### src/rtl/csplit_pkg.sv
package csplit_pkg;
    localparam int UF_PER_FRAME = 8;
    localparam int UF_IDX_W     = $clog2(UF_PER_FRAME);
    localparam int DEFER_BELOW  = 2;

    typedef enum logic [1:0] {
        OUT_NONE   = 2'd0,
        OUT_ISSUE  = 2'd1,
        OUT_SKIP   = 2'd2,
        OUT_RETIRE = 2'd3
    } outcome_e;
endpackage

### src/rtl/csplit_sched_test.sv
module csplit_sched_test #(
    parameter int UF_N = 8
) (
    input  logic [UF_N-1:0] uf_bit,
    input  logic [UF_N-1:0] cmask,
    output logic            scheduled
);
    assign scheduled = |(uf_bit & cmask);
endmodule

### src/rtl/csplit_progress_test.sv
module csplit_progress_test #(
    parameter int UF_N  = 8,
    parameter int IDX_W = 3
) (
    input  logic [IDX_W-1:0] idx,
    input  logic [UF_N-1:0]  cmask,
    input  logic [UF_N-1:0]  cprog,
    output logic             complete
);
    logic [UF_N-1:0] earlier;

    // one comparator per microframe position: is it before the current one
    for (genvar g = 0; g < UF_N; g++) begin : g_earlier
        assign earlier[g] = (IDX_W'(g) < idx);
    end

    assign complete = ((cmask & earlier & ~cprog) == '0);
endmodule

### src/rtl/csplit_defer_sel.sv
module csplit_defer_sel #(
    parameter int IDX_W     = 3,
    parameter int DEFER_LIM = 2
) (
    input  logic [IDX_W-1:0] idx,
    input  logic             fresh,
    output logic             defer
);
    assign defer = fresh && (int'(idx) < DEFER_LIM);
endmodule

### src/rtl/csplit_elig.sv
module csplit_elig
    import csplit_pkg::*;
#(
    parameter int UF_N      = UF_PER_FRAME,
    parameter int DEFER_LIM = DEFER_BELOW,
    localparam int IDX_W    = $clog2(UF_N)
) (
    input  logic             clk,
    input  logic             rst_n,
    input  logic             req_i,
    input  logic             fresh_i,
    input  logic [UF_N-1:0]  uf_bit_i,
    input  logic [IDX_W-1:0] uf_idx_i,
    input  logic [UF_N-1:0]  cmask_i,
    input  logic [UF_N-1:0]  cprog_i,
    input  logic             bp_resolved_i,
    output logic             issue_o,
    output logic             skip_o,
    output logic             retire_o,
    output logic             wait_bp_o,
    output logic [UF_N-1:0]  prog_o
);
    typedef struct packed {
        logic             waiting;
        logic [IDX_W-1:0] idx;
        logic [UF_N-1:0]  ubit;
        logic [UF_N-1:0]  cmask;
        logic [UF_N-1:0]  cprog;
        logic [UF_N-1:0]  prog;
        outcome_e         outcome;
    } state_t;

    state_t st_d, st_q;

    logic live_sched, live_done, live_defer, held_done;

    csplit_sched_test #(.UF_N(UF_N)) u_sched (
        .uf_bit    (uf_bit_i),
        .cmask     (cmask_i),
        .scheduled (live_sched)
    );

    csplit_progress_test #(.UF_N(UF_N), .IDX_W(IDX_W)) u_prog_live (
        .idx      (uf_idx_i),
        .cmask    (cmask_i),
        .cprog    (cprog_i),
        .complete (live_done)
    );

    csplit_progress_test #(.UF_N(UF_N), .IDX_W(IDX_W)) u_prog_held (
        .idx      (st_q.idx),
        .cmask    (st_q.cmask),
        .cprog    (st_q.cprog),
        .complete (held_done)
    );

    csplit_defer_sel #(.IDX_W(IDX_W), .DEFER_LIM(DEFER_LIM)) u_defer (
        .idx   (uf_idx_i),
        .fresh (fresh_i),
        .defer (live_defer)
    );

    always_comb begin
        st_d         = st_q;
        st_d.outcome = OUT_NONE;
        if (st_q.waiting) begin
            if (bp_resolved_i) begin
                st_d.waiting = 1'b0;
                if (held_done) begin
                    st_d.outcome = OUT_ISSUE;
                    st_d.prog    = st_q.cprog | st_q.ubit;
                end else begin
                    st_d.outcome = OUT_RETIRE;
                    st_d.prog    = st_q.cprog;
                end
            end
        end else if (req_i) begin
            if (!live_sched) begin
                st_d.outcome = OUT_SKIP;
                st_d.prog    = cprog_i;
            end else if (live_defer) begin
                st_d.waiting = 1'b1;
                st_d.idx     = uf_idx_i;
                st_d.ubit    = uf_bit_i;
                st_d.cmask   = cmask_i;
                st_d.cprog   = cprog_i;
            end else if (live_done) begin
                st_d.outcome = OUT_ISSUE;
                st_d.prog    = cprog_i | uf_bit_i;
            end else begin
                st_d.outcome = OUT_RETIRE;
                st_d.prog    = cprog_i;
            end
        end
    end

    always_ff @(posedge clk) begin
        if (!rst_n) begin
            st_q <= '0;
        end else begin
            st_q <= st_d;
        end
    end

    assign issue_o   = (st_q.outcome == OUT_ISSUE);
    assign skip_o    = (st_q.outcome == OUT_SKIP);
    assign retire_o  = (st_q.outcome == OUT_RETIRE);
    assign wait_bp_o = st_q.waiting;
    assign prog_o    = st_q.prog;

    AST_ONE_OUTCOME: assert property (@(posedge clk) disable iff (!rst_n)
        $onehot0({issue_o, skip_o, retire_o}));
    AST_UNSCHEDULED_SKIPS: assert property (@(posedge clk) disable iff (!rst_n)
        (req_i && !wait_bp_o && ((uf_bit_i & cmask_i) == '0)) |=> (skip_o && !wait_bp_o));
    AST_LATE_NO_WAIT: assert property (@(posedge clk) disable iff (!rst_n)
        (req_i && !wait_bp_o && (!fresh_i || int'(uf_idx_i) >= DEFER_LIM))
        |=> (!wait_bp_o && (issue_o || skip_o || retire_o)));
    AST_EARLY_WAITS: assert property (@(posedge clk) disable iff (!rst_n)
        (req_i && !wait_bp_o && fresh_i && int'(uf_idx_i) < DEFER_LIM
         && ((uf_bit_i & cmask_i) != '0))
        |=> (wait_bp_o && !issue_o && !skip_o && !retire_o));
    AST_WAIT_HOLDS: assert property (@(posedge clk) disable iff (!rst_n)
        (wait_bp_o && !bp_resolved_i) |=> (wait_bp_o && !issue_o && !skip_o && !retire_o));
    AST_STROBE_RELEASES: assert property (@(posedge clk) disable iff (!rst_n)
        (wait_bp_o && bp_resolved_i) |=> (!wait_bp_o && (issue_o || retire_o)));
    AST_STRAY_STROBE: assert property (@(posedge clk) disable iff (!rst_n)
        (!wait_bp_o && !req_i && bp_resolved_i)
        |=> (!wait_bp_o && !issue_o && !retire_o && !skip_o && $stable(prog_o)));
endmodule

### config.mk
export PLATFORM = sky130hd
export DESIGN_NAME = csplit_elig
export DESIGN_NICKNAME = d
export VERILOG_FILES = /design/src/rtl/csplit_pkg.sv /design/src/rtl/csplit_sched_test.sv /design/src/rtl/csplit_progress_test.sv /design/src/rtl/csplit_defer_sel.sv /design/src/rtl/csplit_elig.sv
export SDC_FILE = /design/constraint.sdc
export NUM_CORES = 1
export LEC_CHECK = 0
export ABC_AREA = 1
export BUFFER_PORTS_ARGS = -buffer_cell sky130_fd_sc_hd__buf_2
export CAP_MARGIN = 20
export CORE_ASPECT_RATIO = 0.9
export CORE_MARGIN = 2
export CORE_UTILIZATION = 58
export DETAILED_ROUTE_END_ITERATION = 8
export MAX_ROUTING_LAYER = met4
export PLACE_DENSITY = 0.91
export SLEW_MARGIN = 20
export SYNTH_ARGS = -nofsm -noshare
export SYNTH_HDL_FRONTEND = slang
export SYNTH_HIERARCHICAL = 1
export SYNTH_SLANG_ARGS = --single-unit
### constraint.sdc
create_clock -name clk -period 3.34 [get_ports clk]
set_input_delay 0.501 -clock clk [delete_from_list [all_inputs] [get_ports clk]]
set_output_delay 0.501 -clock clk [all_outputs]
set_load 0.03 [all_outputs]
==> impl_metrics.csv, run 1 <==
group,metric,value,unit
timing,tightestPinTransition,559,ps
worst_setup_path,worst_path_cell_chain,"buf_2 > nand2_1 > nand2_1 > nor2_1 > nand2_1 > nand2_2 > nor2_8 > inv_4 > nor2_1 > nor2_1",
timing,slew_violations,0,
clocking,numClockSinks,37,
worst_setup_path,r2r_setup_slack,1720,ps
worst_setup_path,critical_path.max_fanout,36,
worst_setup_path,regToRegEndpoint,"prog_o[3]",
worst_setup_path,worst-endpoint-arrival,2120,ps
pwr,combinationalPowerShare,16.3,%
cells_and_area,fin_nets,388,
worst_setup_path,crit_path_end_kind,"flip-flop",
worst_setup_path,worstSetupPathType,"input pin to flip-flop",
die,top_level_ports,44,
hold_path,hold-path-cell-count,3,
clocking,post_cts_resize_count,0,
global_route,grt_pass1_vias,1964,
timing,clock.fmax,519,MHz
synth,post_synthesis_net_count,358,
cells_and_area,growth_of_design_area_from_synthesis_to_finish,11.7,%
die,core.rowCount,20,
clocking,cts_inserted_buffers,5,
synth,synth.avg_cell_area,6.23,sq um
pwr,total_leakage_power,1.34,nW
pwr,ir_drop,0.261,mV
clocking,cts_hold_repair.buffers,0,
pwr,p_per_area,432,nW/um^2
worst_setup_path,critical-path-max-stage-delay,420,ps
timing,final_period_minus_worst_setup_slack,1930,ps
timing,timing.final.crit_share,57.7,%
timing,final-hold-violation-count,0,
placed_design,placement.io_buffers,43,
clocking,clock_tree.htree_level_count,2,
job,drv_cap,0,
timing,clock_skew,5.38,ps
global_route,wire_length_of_the_first_global_routing_pass,8510,um
die,start_util,60.5,%
worst_setup_path,setup.worst_path.start_class,"input pin",
synth,cell_count_after_synthesis,326,
routing,detailroute.via_count,2039,
global_route,gr-usage-all-layers,29.4,%
cells_and_area,drive_gt1_share,17.6,%
clocking,clk_path_buf_depth,2,
pwr,cell_internal_pwr,702,uW
hold_path,timing.hold.worst.start,"uf_bit_i[2]",
global_route,maximum_number_of_pins_on_one_net_before_global_route_repair,37,
clocking,insertion_delay,300,ps
global_route,globalRoute.totalOverflow,0,
status,result_of_the_run,"finished, final reports clean",
timing,timing.slew.headroom,62.8,%
clocking,cts_tree,"yes",
die,die_x,66.4,um
worst_setup_path,data_required_time_at_the_worst_endpoint,3530,ps
timing,setup_viol_count_final,0,
global_route,grt_antenna_before_repair,0,
routing,route.detailed.vias_per_inst,5.08,
hold_path,hold_crit_endpoint,"st_q[28]",
worst_setup_path,worstReg2RegStart,"st_q[35]",
routing,detailedRoute.firstPassIterationCount,4,
cells_and_area,antenna-diode-count,0,
clocking,cts_root_buffer,"sky130_fd_sc_hd__clkbuf_8",
die,dieHeight,60.1,um
routing,finalWirelength,5010,um
clocking,clkSlewWorstSetupHoldPaths,70,ps
die,core_region_area,3350,sq um
clocking,cts.repair_timing.setup_buffer_count,0,
timing,fin_tns_setup,0,ps
routing,drc,0,
routing,final_antenna_net_count,0,
placed_design,gp_congestion,0.941,
pwr,p_sw,279,uW
routing,initialDrtViolationCount,134,
synth,yosys_warnings,6,
pwr,p_sw_share,28.4,%
pwr,power.clock.fraction,35.3,%
placed_design,detailed_place_hpwl,3700,um
worst_setup_path,ff2ff_path_depth,13,
pwr,seqPwrFrac,48.4,%
synth,synth.cell_area,2030,sq um
die,floorplan.die_area,3990,sq um
timing,setup_repair_after_global_routing_missed_its_margin,"no",
worst_setup_path,critical_path_top_delay_cell,"sky130_fd_sc_hd__nor2_8",
hold_path,min_path_type,"input pin to flip-flop",
timing,hold_slack,464,ps
routing,post_drt_wl_per_cell,12.5,um
## placed cells by master, fill, tap and decap left out
master and count:
sky130_fd_sc_hd__nor2_8 1, sky130_fd_sc_hd__nor2_1 53, sky130_fd_sc_hd__inv_4 1, sky130_fd_sc_hd__nand2_2 2
sky130_fd_sc_hd__o21ai_0 24, sky130_fd_sc_hd__nand3_1 27, sky130_fd_sc_hd__nand4_1 3, sky130_fd_sc_hd__clkbuf_8 7
sky130_fd_sc_hd__dfxtp_1 37, sky130_fd_sc_hd__a21oi_1 10, sky130_fd_sc_hd__or2_2 1, sky130_fd_sc_hd__nand3b_1 2
sky130_fd_sc_hd__inv_2 1, sky130_fd_sc_hd__clkinv_2 1, sky130_fd_sc_hd__buf_2 43, sky130_fd_sc_hd__o21ai_1 10
sky130_fd_sc_hd__inv_1 52, sky130_fd_sc_hd__nand2_1 76, sky130_fd_sc_hd__nor2_2 6
## how the worst max path moves through the flow
stage | cells after the start | end | startpoint | slack, ps
finish | 10 | st_q[24] | cmask_i[1] | 1410
global route | 10 | st_q[29] | cmask_i[1] | 1290
CTS | 10 | st_q[24] | cmask_i[1] | 1440
detailed placement | 10 | st_q[24] | cmask_i[1] | 1130
global placement | 10 | st_q[33] | uf_bit_i[7] | 1220
floorplan | 14 | prog_o[1] | uf_idx_i[2] | 1790
## registers in the layout, summed over array words and instances (netlist names)
register / cells
st_q: 28
prog_o: 8
wait_bp_o: 1
## metal layers
layer  up-vias  part of all wire, %  GRT usage (%)
li1       1055                    -              -
met1       896                   45           36.4
met2        80                   46           49.0
met3         8                  7.4           4.90
met4         0                  1.5           9.91
met5         -                    0              -
## power groups by stage
stage / clock (mW) / combinational, mW / sequential, mW
after global placement: 0 / 0.155 / 0.483
after CTS: 0.347 / 0.159 / 0.474
after floorplan: 0 / 0.117 / 0.481
after global routing: 0.362 / 0.182 / 0.476
after detailed placement: 0 / 0.158 / 0.484
final: 0.346 / 0.160 / 0.475
## area by class of cell
class | count | area [sq um]
Sequential cell | 37 | 741
Clock inverter | 1 | 5.00
Timing Repair Buffer | 43 | 215
Inverter | 54 | 205
Clock buffer | 7 | 96.3
Fill cell | 310 | 1090
Tap cell | 44 | 55.1
Multi-Input combinational cell | 215 | 950
## per-stage QoR
stage | setup slack, ps | utilization, % | total power, mW | std cells | instance area [sq um]
after floorplan | 1790 | - | 0.598 | 326 | 2030
after global placement | 1220 | 64.6 | 0.638 | 393 | 2170
after detailed placement | 1130 | 64.6 | 0.642 | 393 | 2170
after CTS | 1440 | 67.6 | 0.981 | 401 | 2270
after global routing | 1290 | 67.6 | 1.02 | 401 | 2270
final | 1410 | 67.6 | 0.981 | 401 | 2270
## worst max-delay path, delay by kind of cell
| family | cells | cell delay (ps) |
|---|---|---|
| and+or+nand+nor | 8 | 1320 |
| buffers and inverters | 2 | 290 |
No activity file was read; power rests on OpenSTA's default activity.
==> inputs of run 2 (changes only) <==
CORE_UTILIZATION = 54   (was 58)
PLACE_DENSITY = 0.86   (was 0.91)
clock period = 1.9 ns   (was 3.34 ns; I/O delays follow)
==> run 2 against run 1 <==
Core utilization down 4.9 points. Routed wire length down 0.20%. Combinational power up 78%. First-iteration DRC count up 9.0%. Cell area up 1.1%. Flip-flop and latch count unchanged. Critical path depth up 3. Non-clock buffer count up 3. Worst hold slack worse by 210 ps. Largest cell class unchanged.
==> impl_metrics.csv, run 2 (same netlist as run 1, synthesis figures left out) <==
group,metric,value,unit
pwr,total_leakage_power,1.35,nW
timing,fin_tns_setup,0,ps
clocking,post_cts_resize_count,0,
timing,final_period_minus_worst_setup_slack,1610,ps
placed_design,dpl.cell_count,398,
global_route,maximum_number_of_pins_on_one_net_before_global_route_repair,36,
clocking,numClockSinks,37,
timing,timing.final.crit_share,84.6,%
pwr,combinationalPowerShare,16.6,%
routing,dr.max_layer_used,"met4",
worst_setup_path,critical-path-max-stage-delay,410,ps
placed_design,placement.io_buffers,43,
clocking,cts_tree,"yes",
global_route,gr-usage-all-layers,26.4,%
worst_setup_path,crit_path_end_kind,"flip-flop",
routing,route.detailed.vias_per_inst,5.15,
routing,detailedRoute.firstPassIterationCount,4,
die,core_region_area,3650,sq um
timing,setup_repair_after_global_routing_missed_its_margin,"no",
timing,tightestPinTransition,546,ps
timing,clock_skew,5.83,ps
pwr,power.clock.fraction,34.8,%
routing,drc,0,
pwr,seqPwrFrac,48.5,%
cells_and_area,antenna-diode-count,0,
worst_setup_path,setup.worst_path.start_class,"flip-flop",
placed_design,gp_congestion,0.914,
cells_and_area,utilization,62.8,%
global_route,wire_length_of_the_first_global_routing_pass,8360,um
routing,initialDrtViolationCount,146,
global_route,globalRoute.totalOverflow,0,
die,core.rowCount,21,
routing,met3_wirelength,340,um
routing,detailroute.via_count,2090,
timing,setup_viol_count_final,0,
pwr,ir_drop,0.569,mV
clocking,cts.repair_timing.setup_buffer_count,0,
clocking,clock_tree.htree_level_count,2,
die,dieHeight,62.2,um
clocking,cts_inserted_buffers,5,
job,drv_cap,0,
pwr,p_per_area,749,nW/um^2
worst_setup_path,critical_path.max_fanout,9,
clocking,cts_root_buffer,"sky130_fd_sc_hd__clkbuf_8",
routing,routedLengthMet1,2190,um
die,start_util,55.6,%
clocking,insertion_delay,290,ps
worst_setup_path,cp_top_family,"simple AND/OR/NAND/NOR gates",
routing,met2RoutedLength,2320,um
worst_setup_path,cp_common_cell,"sky130_fd_sc_hd__nand2_1",
timing,clock.fmax,622,MHz
worst_setup_path,worstSetupPathType,"flip-flop to flip-flop",
die,die_x,68.6,um
status,result_of_the_run,"finished, final reports clean",
cells_and_area,drive_gt1_share,18.3,%
cells_and_area,layout.cells.most_common,"sky130_fd_sc_hd__nand2_1",
cells_and_area,layout.cells.most_common_list,"76 x sky130_fd_sc_hd__nand2_1, 53 x sky130_fd_sc_hd__nor2_1, 52 x sky130_fd_sc_hd__inv_1",
timing,timing.slew.headroom,63.6,%
cells_and_area,max_flop_register,"st_q",
timing,slew_violations,0,
die,top_level_ports,44,
placed_design,detailed_place.area,2190,sq um
pwr,p_sw,480,uW
pwr,p_sw_share,28.0,%
cells_and_area,growth_of_design_area_from_synthesis_to_finish,12.9,%
placed_design,detailed_place_hpwl,3650,um
clocking,cts_hold_repair.buffers,0,
hold_path,min_path_type,"input pin to flip-flop",
cells_and_area,final_cell_area,2290,sq um
pwr,cell_internal_pwr,1.24,mW
worst_setup_path,critical_path_top_delay_cell,"sky130_fd_sc_hd__dfxtp_1",
worst_setup_path,critPathBufInv,4,
cells_and_area,flip_flop_count_of_the_largest_register_after_layout,28,
clocking,clk_path_buf_depth,2,
routing,post_drt_wl_per_cell,12.3,um
worst_setup_path,worst-endpoint-arrival,1790,ps
die,floorplan.die_area,4270,sq um
cells_and_area,fin_nets,391,
routing,finalWirelength,5000,um
pwr,total_power,1.72,mW
cells_and_area,layout.cells.non_filler,406,
routing,final_antenna_net_count,0,
global_route,grt_antenna_before_repair,0,
worst_setup_path,worst_path_cell_chain,"inv_1 > nor2_1 > nand2_1 > nand2_1 > nor2_2 > nand2_1 > inv_1 > nand2_1 > inv_1 > o21ai_0 > nand3_1 > nand2_1 > inv_1",
timing,final-hold-violation-count,0,
cells_and_area,fill_cells,349,
clocking,clkSlewWorstSetupHoldPaths,70,ps
global_route,grt_pass1_vias,1935,
worst_setup_path,data_required_time_at_the_worst_endpoint,2090,ps
[run 2: cell types whose count changed in the layout (fill, tap and decap cells not counted)]
cell and change:
sky130_fd_sc_hd__buf_4 +3
[run 2: cell type report]
| cell class | count | area (sq um) | share of cell area (%) |
|---|---|---|---|
| multi-input combinational | 215 | 950 | 41.4 |
| sequential | 37 | 741 | 32.3 |
| timing repair buffer | 46 | 238 | 10.4 |
| inverter | 54 | 205 | 8.95 |
| clock buffer | 7 | 96.3 | 4.20 |
| tap | 46 | 57.6 | 2.51 |
| clock inverter | 1 | 5.00 | 0.218 |
[run 2: worst paths after layout]
check | startpoint | endpoint | slack, ps | cells after the start
hold / removal | uf_bit_i[0] | st_q[26] | 260 | 3
setup reg to reg | st_q[36] | prog_o[6] | 290 | 13
setup / recovery | st_q[36] | prog_o[6] | 290 | 13
hold reg to reg | st_q[19] | st_q[19] | 510 | 2
[run 2: power groups by stage]
stage          logic (mW)  registers, mW  clock network [mW]
6_report            0.285          0.833               0.598
2_1_floorplan       0.205          0.846                   0
3_3_place_gp        0.277          0.850                   0
5_1_grt             0.322          0.836               0.641
4_1_cts             0.284          0.833               0.605
3_5_place_dp        0.283          0.850                   0
[run 2: worst min-delay path, cell delays in order]
cell,delay [ps]
sky130_fd_sc_hd__buf_2,100
sky130_fd_sc_hd__nor2_1,40
sky130_fd_sc_hd__nor2_1,80
[run 2: metal layers]
| layer | global-route usage [%] | up-vias |
|---|---|---|
| met4 | 11.8 | 0 |
| met1 | 33.7 | 932 |
| li1 | - | 1057 |
| met3 | 6.34 | 19 |
| met2 | 38.8 | 82 |
| met5 | - | - |
[run 2: metrics by stage]
step	hold slack [ps]	worst slack, ps
2_1_floorplan	420	550
3_5_place_dp	495	247
6_report	258	293
5_1_grt	265	43.2
3_3_place_gp	478	275
4_1_cts	257	316
